File: src/rtl/ilv_pkg.sv
package ilv_pkg;
    typedef enum logic [2:0] {
        ST_IDLE,
        ST_CONVERT,
        ST_PREP,
        ST_SEED,
        ST_RUN
    } ilv_state_e;
endpackage

File: src/rtl/ilv_addmod.sv
module ilv_addmod #(
    parameter int AW    = 6,
    parameter int BW    = 3,
    parameter int LANES = 8
) (
    input  logic [BW+AW-1:0] a,
    input  logic [BW+AW-1:0] b,
    input  logic [AW-1:0]    win,
    output logic [BW+AW-1:0] y
);
    localparam int PW = BW + AW;
    localparam logic [BW:0] LN = (BW + 1)'(LANES);

    logic [AW:0] lsum;
    logic        wrap;
    logic [BW:0] bsum;

    always_comb begin
        lsum = {1'b0, a[AW-1:0]} + {1'b0, b[AW-1:0]};
        wrap = (lsum >= {1'b0, win});
        bsum = {1'b0, a[PW-1:AW]} + {1'b0, b[PW-1:AW]} + {{BW{1'b0}}, wrap};
        y[AW-1:0]  = wrap ? AW'(lsum - {1'b0, win}) : AW'(lsum);
        y[PW-1:AW] = (bsum >= LN) ? BW'(bsum - LN) : BW'(bsum);
    end
endmodule

File: src/rtl/ilv_split.sv
module ilv_split #(
    parameter int AW = 6,
    parameter int BW = 3
) (
    input  logic             clk,
    input  logic             rst_n,
    input  logic             load,
    input  logic             step,
    input  logic [BW+AW-1:0] raw,
    input  logic [AW-1:0]    win,
    output logic [BW+AW-1:0] pair
);
    localparam int PW = BW + AW;

    logic [PW-1:0] rem;
    logic [BW-1:0] quo;

    always_ff @(posedge clk) begin
        if (!rst_n) begin
            rem <= '0;
            quo <= '0;
        end else if (load) begin
            rem <= raw;
            quo <= '0;
        end else if (step && (rem >= PW'(win))) begin
            rem <= rem - PW'(win);
            quo <= quo + 1'b1;
        end
    end

    assign pair = {quo, AW'(rem)};
endmodule

File: src/rtl/ilv_lane.sv
module ilv_lane #(
    parameter int AW    = 6,
    parameter int BW    = 3,
    parameter int LANES = 8
) (
    input  logic               clk,
    input  logic               rst_n,
    input  logic               cap_e,
    input  logic               cap_o,
    input  logic               adv,
    input  logic               qpp,
    input  logic [AW-1:0]      win,
    input  logic [BW+AW-1:0]   seed_acc,
    input  logic [BW+AW-1:0]   seed_g,
    input  logic [1:0]         seed_ph,
    input  logic [BW+AW-1:0]   lin_step,
    input  logic [BW+AW-1:0]   g_step,
    input  logic [4*(BW+AW)-1:0] offs,
    output logic [BW+AW-1:0]   addr_e,
    output logic [BW+AW-1:0]   addr_o
);
    localparam int PW = BW + AW;

    logic [PW-1:0] acc_e, g_e, acc_o, g_o;
    logic [1:0]    ph;
    logic [PW-1:0] inc_e, nxt_acc_e, nxt_g_e, nxt_acc_o, nxt_g_o, arp_addr;

    assign inc_e = qpp ? g_e : lin_step;

    ilv_addmod #(.AW(AW), .BW(BW), .LANES(LANES)) u_ae (.a(acc_e), .b(inc_e),  .win(win), .y(nxt_acc_e));
    ilv_addmod #(.AW(AW), .BW(BW), .LANES(LANES)) u_ge (.a(g_e),   .b(g_step), .win(win), .y(nxt_g_e));
    ilv_addmod #(.AW(AW), .BW(BW), .LANES(LANES)) u_ao (.a(acc_o), .b(g_o),    .win(win), .y(nxt_acc_o));
    ilv_addmod #(.AW(AW), .BW(BW), .LANES(LANES)) u_go (.a(g_o),   .b(g_step), .win(win), .y(nxt_g_o));
    ilv_addmod #(.AW(AW), .BW(BW), .LANES(LANES)) u_of (.a(acc_e), .b(offs[ph*PW +: PW]), .win(win), .y(arp_addr));

    always_ff @(posedge clk) begin
        if (!rst_n) begin
            acc_e <= '0;
            g_e   <= '0;
            acc_o <= '0;
            g_o   <= '0;
            ph    <= '0;
        end else begin
            if (cap_e) begin
                acc_e <= seed_acc;
                g_e   <= seed_g;
                ph    <= seed_ph;
            end else if (adv) begin
                acc_e <= nxt_acc_e;
                g_e   <= nxt_g_e;
                ph    <= ph + 2'd1;
            end
            if (cap_o) begin
                acc_o <= seed_acc;
                g_o   <= seed_g;
            end else if (adv) begin
                acc_o <= nxt_acc_o;
                g_o   <= nxt_g_o;
            end
        end
    end

    assign addr_e = qpp ? acc_e : arp_addr;
    assign addr_o = acc_o;
endmodule

File: src/rtl/ilv_addr_gen.sv
module ilv_addr_gen
    import ilv_pkg::*;
#(
    parameter int LANES = 8,
    parameter int AW    = 6,
    parameter int BW    = $clog2(LANES)
) (
    input  logic                clk,
    input  logic                rst_n,
    input  logic                start,
    input  logic                mode_qpp,
    input  logic [AW-1:0]       win_len,
    input  logic [BW+AW-1:0]    prm_p0,
    input  logic [BW+AW-1:0]    prm_p1,
    input  logic [BW+AW-1:0]    prm_p2,
    input  logic [BW+AW-1:0]    prm_p3,
    input  logic [BW+AW-1:0]    prm_f1,
    input  logic [BW+AW-1:0]    prm_f2,
    output logic                busy,
    output logic                out_valid,
    output logic                out_odd_valid,
    output logic                out_last,
    output logic [AW-1:0]       out_loc_e,
    output logic [LANES*BW-1:0] out_bank_e,
    output logic [AW-1:0]       out_loc_o,
    output logic [LANES*BW-1:0] out_bank_o
);
    localparam int PW    = BW + AW;
    localparam int NPRM  = 6;
    localparam int CW    = BW + 1;
    localparam logic [PW-1:0] HALF = {BW'(LANES / 2), AW'(0)};

    ilv_state_e state, state_nxt;

    logic          mode_q;
    logic [AW-1:0] win_q;
    logic [CW-1:0] conv_cnt;
    logic [PW-1:0] w_pi, w_d;
    logic [1:0]    w_ph;
    logic [AW-1:0] w_cnt;
    logic [BW-1:0] w_ptr;
    logic [AW-1:0] step_t, last_t;
    logic [PW-1:0] k_2f2, k_8f2;
    logic [4*PW-1:0] k_offs;

    logic          take;
    logic [PW-1:0] prm_raw [NPRM];
    logic [PW-1:0] prm_pr  [NPRM];
    logic [PW-1:0] c_2f2, c_4f2, c_8f2, c_d0, c_o2, c_o3;
    logic [PW-1:0] w_inc, w_pi_nxt, w_d_nxt, w_2d, seed_g;
    logic          seed_done;
    logic [LANES*PW-1:0] lane_e_all, lane_o_all;

    assign take = (state == ST_IDLE) && start;

    assign prm_raw[0] = prm_p0;
    assign prm_raw[1] = prm_p1;
    assign prm_raw[2] = prm_p2;
    assign prm_raw[3] = prm_p3;
    assign prm_raw[4] = prm_f1;
    assign prm_raw[5] = prm_f2;

    for (genvar p = 0; p < NPRM; p++) begin : g_split
        ilv_split #(.AW(AW), .BW(BW)) u_split (
            .clk(clk), .rst_n(rst_n), .load(take),
            .step(state == ST_CONVERT), .raw(prm_raw[p]),
            .win(win_q), .pair(prm_pr[p])
        );
    end

    // step constants derived once the parameters are split
    ilv_addmod #(.AW(AW), .BW(BW), .LANES(LANES)) u_c2 (.a(prm_pr[5]), .b(prm_pr[5]), .win(win_q), .y(c_2f2));
    ilv_addmod #(.AW(AW), .BW(BW), .LANES(LANES)) u_c4 (.a(c_2f2),     .b(c_2f2),     .win(win_q), .y(c_4f2));
    ilv_addmod #(.AW(AW), .BW(BW), .LANES(LANES)) u_c8 (.a(c_4f2),     .b(c_4f2),     .win(win_q), .y(c_8f2));
    ilv_addmod #(.AW(AW), .BW(BW), .LANES(LANES)) u_cd (.a(prm_pr[4]), .b(prm_pr[5]), .win(win_q), .y(c_d0));
    ilv_addmod #(.AW(AW), .BW(BW), .LANES(LANES)) u_o2 (.a(HALF),      .b(prm_pr[2]), .win(win_q), .y(c_o2));
    ilv_addmod #(.AW(AW), .BW(BW), .LANES(LANES)) u_o3 (.a(HALF),      .b(prm_pr[3]), .win(win_q), .y(c_o3));

    // sequential walker used only while seeding the lanes
    assign w_inc = mode_q ? w_d : prm_pr[0];
    ilv_addmod #(.AW(AW), .BW(BW), .LANES(LANES)) u_wp (.a(w_pi), .b(w_inc), .win(win_q), .y(w_pi_nxt));
    ilv_addmod #(.AW(AW), .BW(BW), .LANES(LANES)) u_wd (.a(w_d),  .b(k_2f2), .win(win_q), .y(w_d_nxt));
    ilv_addmod #(.AW(AW), .BW(BW), .LANES(LANES)) u_w2 (.a(w_d),  .b(w_d),   .win(win_q), .y(w_2d));
    ilv_addmod #(.AW(AW), .BW(BW), .LANES(LANES)) u_sg (.a(w_2d), .b(k_2f2), .win(win_q), .y(seed_g));

    assign seed_done = (w_ptr == BW'(LANES - 1)) && (w_cnt == AW'(1));
    assign last_t    = mode_q ? AW'((win_q >> 1) - AW'(1)) : AW'(win_q - AW'(1));

    // state register
    always_ff @(posedge clk) begin
        if (!rst_n) state <= ST_IDLE;
        else        state <= state_nxt;
    end

    always_comb begin
        state_nxt = state;
        unique case (state)
            ST_IDLE:    if (start) state_nxt = ST_CONVERT;
            ST_CONVERT: if (conv_cnt == CW'(LANES - 1)) state_nxt = ST_PREP;
            ST_PREP:    state_nxt = ST_SEED;
            ST_SEED:    if (seed_done) state_nxt = ST_RUN;
            ST_RUN:     if (step_t == last_t) state_nxt = ST_IDLE;
            default:    state_nxt = ST_IDLE;
        endcase
    end

    // datapath registers
    always_ff @(posedge clk) begin
        if (!rst_n) begin
            mode_q   <= 1'b0;
            win_q    <= AW'(2);
            conv_cnt <= '0;
            w_pi     <= '0;
            w_d      <= '0;
            w_ph     <= '0;
            w_cnt    <= '0;
            w_ptr    <= '0;
            step_t   <= '0;
            k_2f2    <= '0;
            k_8f2    <= '0;
            k_offs   <= '0;
        end else begin
            unique case (state)
                ST_IDLE: if (start) begin
                    mode_q   <= mode_qpp;
                    win_q    <= win_len;
                    conv_cnt <= '0;
                end
                ST_CONVERT: conv_cnt <= conv_cnt + CW'(1);
                ST_PREP: begin
                    k_2f2  <= c_2f2;
                    k_8f2  <= c_8f2;
                    k_offs <= {c_o3, c_o2, prm_pr[1], PW'(0)};
                    w_pi   <= mode_q ? PW'(0) : PW'(1);
                    w_d    <= c_d0;
                    w_ph   <= '0;
                    w_cnt  <= '0;
                    w_ptr  <= '0;
                end
                ST_SEED: begin
                    w_pi <= w_pi_nxt;
                    w_d  <= w_d_nxt;
                    w_ph <= w_ph + 2'd1;
                    if (w_cnt == win_q - AW'(1)) begin
                        w_cnt <= '0;
                        w_ptr <= w_ptr + BW'(1);
                    end else begin
                        w_cnt <= w_cnt + AW'(1);
                    end
                    step_t <= '0;
                end
                ST_RUN: step_t <= step_t + AW'(1);
                default: ;
            endcase
        end
    end

    for (genvar k = 0; k < LANES; k++) begin : g_lane
        logic [PW-1:0] ae, ao;
        ilv_lane #(.AW(AW), .BW(BW), .LANES(LANES)) u_lane (
            .clk(clk), .rst_n(rst_n),
            .cap_e((state == ST_SEED) && (w_ptr == BW'(k)) && (w_cnt == AW'(0))),
            .cap_o((state == ST_SEED) && (w_ptr == BW'(k)) && (w_cnt == AW'(1))),
            .adv(state == ST_RUN), .qpp(mode_q), .win(win_q),
            .seed_acc(w_pi), .seed_g(seed_g), .seed_ph(w_ph),
            .lin_step(prm_pr[0]), .g_step(k_8f2), .offs(k_offs),
            .addr_e(ae), .addr_o(ao)
        );
        assign lane_e_all[k*PW +: PW] = ae;
        assign lane_o_all[k*PW +: PW] = ao;
        assign out_bank_e[k*BW +: BW] = ae[PW-1:AW];
        assign out_bank_o[k*BW +: BW] = ao[PW-1:AW];
    end

    // outputs
    always_comb begin
        busy          = (state != ST_IDLE);
        out_valid     = (state == ST_RUN);
        out_odd_valid = (state == ST_RUN) && mode_q;
        out_last      = (state == ST_RUN) && (step_t == last_t);
        out_loc_e     = lane_e_all[AW-1:0];
        out_loc_o     = lane_o_all[AW-1:0];
    end
endmodule

File: config.mk
export PLATFORM = sky130hd
export DESIGN_NAME = ilv_addr_gen
export DESIGN_NICKNAME = d
export VERILOG_FILES = /design/src/rtl/ilv_pkg.sv /design/src/rtl/ilv_addmod.sv /design/src/rtl/ilv_split.sv /design/src/rtl/ilv_lane.sv /design/src/rtl/ilv_addr_gen.sv
export SDC_FILE = /design/constraint.sdc
export NUM_CORES = 2
export LEC_CHECK = 0
export CELL_PAD_IN_SITES_DETAIL_PLACEMENT = 0
export CELL_PAD_IN_SITES_GLOBAL_PLACEMENT = 1
export CORE_MARGIN = 8
export CORE_UTILIZATION = 50
export CTS_CLUSTER_SIZE = 30
export DETAILED_ROUTE_END_ITERATION = 6
export GPL_ROUTABILITY_DRIVEN = 0
export PLACE_DENSITY_LB_ADDON = 0.1
export RECOVER_POWER = 100
export SYNTH_ARGS = -nofsm -noshare
export SYNTH_HDL_FRONTEND = slang
export SYNTH_HIERARCHICAL = 1
export SYNTH_SLANG_ARGS = --single-unit
File: constraint.sdc
create_clock -name clk -period 25.6 [get_ports clk]
set_input_delay 5.12 -clock clk [delete_from_list [all_inputs] [get_ports clk]]
set_output_delay 5.12 -clock clk [all_outputs]
set_load 0.02 [all_outputs]
==> results.sh <==
export IMPL_track_usage=0.2755
export IMPL_syn_inst=6288
export IMPL_slew_headroom=-1.653
export IMPL_critical_path_class="reg -> reg"
export IMPL_port_buffers=127
export IMPL_drt_pass1_iterations=7
export IMPL_wl_mm=177.4
export IMPL_hold_viol_final=0
export IMPL_final_setup_viol_count=0
export IMPL_die_y_um=353.6
export IMPL_overflow=0
export IMPL_drc=0
export IMPL_r2r_start="win_q[1]"
export IMPL_place_hpwl_mm=122.5
export IMPL_path_common_cell="ha_1"
export IMPL_numCtsBuffers=67
export IMPL_crit_buf_inv=4
export IMPL_rsz0062_at_grt="false"
export IMPL_initial_core_util=0.5010
export IMPL_cts_hold_fix_buffers=0
export IMPL_antenna_found_initial=11
export IMPL_critPathMaxFanout=25
export IMPL_cts_sinks=470
export IMPL_end_kind="flip-flop"
export IMPL_drive_above_1_share=0.09772
export IMPL_cp_required_ps=26140
export IMPL_finalSetupTns_ps=0
export IMPL_startpoint="win_q[1]"
export IMPL_final_area_mm2=0.06143
export IMPL_hold_path_depth=2
export IMPL_htree_levels=3
export IMPL_clock_skew_ps=34.43
export IMPL_drtAntennaViolNets=0
export IMPL_tightest_slew_ps=3980
export IMPL_cts_tree="built"
export IMPL_rows=124
export IMPL_die_area_mm2=0.1250
export IMPL_worstRegToRegCells=39
export IMPL_ioPinCount=128
export IMPL_status="complete, but fails checks"
export IMPL_max_freq_ghz=0.08465
export IMPL_grt_pass1_vias=46460
export IMPL_fin_crit_sh=0.4615
export IMPL_clk_path_buf_depth=3
export IMPL_slowest_stage="dfxtp_1"
export IMPL_cp_top_family="adder cells"
export IMPL_cts_root_buf="clkbuf_16"
export IMPL_min_path_type="reg -> reg"
export IMPL_hold_start="k_8f2[4]"
export IMPL_first_iter_violations=2961
export IMPL_violations="max-capacitance violations, max-slew violations"
export IMPL_via_count=46580
export IMPL_nNetsFinal=7286
export IMPL_synth_warnings=6
export IMPL_crit_arrival_ps=12360
export IMPL_synth_area_mm2=0.05698
export IMPL_clk_latency_ps=650
export IMPL_cpPeakStageDelay_ps=1640
export IMPL_grt_max_degree=125
export IMPL_path_depth=39
export IMPL_vias_per_cell=5.872
export IMPL_cts_repair_resize_count=0
export IMPL_dpl_cell_area_mm2=0.05936
export IMPL_syn_area_per_cell_um2=9.062
export IMPL_area_growth_synth_to_final_pct=7.815
export IMPL_fillers=10590
export IMPL_postCtsSetupBuffers=0
export IMPL_grt_first_pass_wirelength_mm=274.6
export IMPL_worst_setup_path_start_kind="flip-flop"
export IMPL_clk_pin_slew_ps=50
export IMPL_core_area_mm2=0.1137
export IMPL_slew_violations=278
export IMPL_maxCapViolCount=7
export IMPL_fin_crit_ps=11810
export IMPL_wl_per_cell_um=22.36
export IMPL_die_w_um=353.6
==> per-layer routing <==
metal | wire length, um | vias to the layer above | GRT usage | part of all wire
li1 | - | 22600 | - | -
met1 | 82860 | 22520 | 0.3797 | 0.47
met2 | 78300 | 1149 | 0.4417 | 0.44
met3 | 9485 | 304 | 0.03450 | 0.053
met4 | 6751 | 0 | 0.09995 | 0.038
met5 | 0 | - | 0 | 0
==> final cells by class <==
type | instances | area (um2) | area share
Clock inverter | 26 | 200.2 | 0.003259
Sequential cell | 470 | 9454 | 0.1539
Tap cell | 1512 | 1892 | 0.03079
Antenna cell | 4 | 10.01 | 0.0001629
Timing Repair Buffer | 183 | 1699 | 0.02766
Multi-Input combinational cell | 4958 | 43670 | 0.7109
Clock buffer | 92 | 1921 | 0.03126
Inverter | 687 | 2586 | 0.04210
==> metrics by stage <==
stage | cells | hold WS (ps) | util | setup slack, ps
floorplan | 6378 | 422.5 | - | 16220
global placement | 7810 | 447.8 | 0.5220 | 15130
detailed placement | 7810 | 449.8 | 0.5220 | 15100
CTS | 7928 | 463.0 | 0.5406 | 14330
global route | 7928 | 501.8 | 0.5401 | 13150
finish | 7932 | 461.0 | 0.5402 | 13790
==> tightest hold or removal path, delay by kind of cell, from the launching register on <==
| family | cells | cell delay (ps) |
|---|---|---|
| simple gates | 1 | 40 |
| compound gates | 1 | 60 |
| flops | 1 | 310 |
==> registers in the layout, indices dropped and copies added (netlist names), 16 cells and up <==
name,cells
g_split.u_split/rem,54
g_lane.u_lane/acc_e,72
g_lane.u_lane/g_e,72
g_lane.u_lane/g_o,72
g_split.u_split/quo,18
g_lane.u_lane/ph,16
g_lane.u_lane/addr_o,72
k_offs,27
==> cells in the final DEF (no fill, tap or decap), types with 92 or more instances in the layout <==
| cell | count |
|---|---|
| a211oi_1 | 353 |
| a21o_1 | 101 |
| a21oi_1 | 276 |
| conb_1 | 92 |
| dfxtp_1 | 446 |
| fa_1 | 199 |
| ha_1 | 656 |
| inv_1 | 674 |
| mux2_2 | 111 |
| mux2_4 | 100 |
| mux2i_1 | 360 |
| nand2_1 | 235 |
| nor2_1 | 210 |
| nor2b_1 | 490 |
| o21a_1 | 164 |
| o21ai_0 | 248 |
| xnor2_1 | 371 |
==> path summary, 6_finish.rpt <==
path / to / slack [ps]
hold reg to reg: k_8f2[4] / 460
setup reg to reg: k_8f2[8] / 13790
hold / removal: k_8f2[4] / 460
setup / recovery: k_8f2[8] / 13790
Power is left out: the tool's default activity adds up to more than one toggle a clock period on the data nets, which glitch-free logic cannot reach.
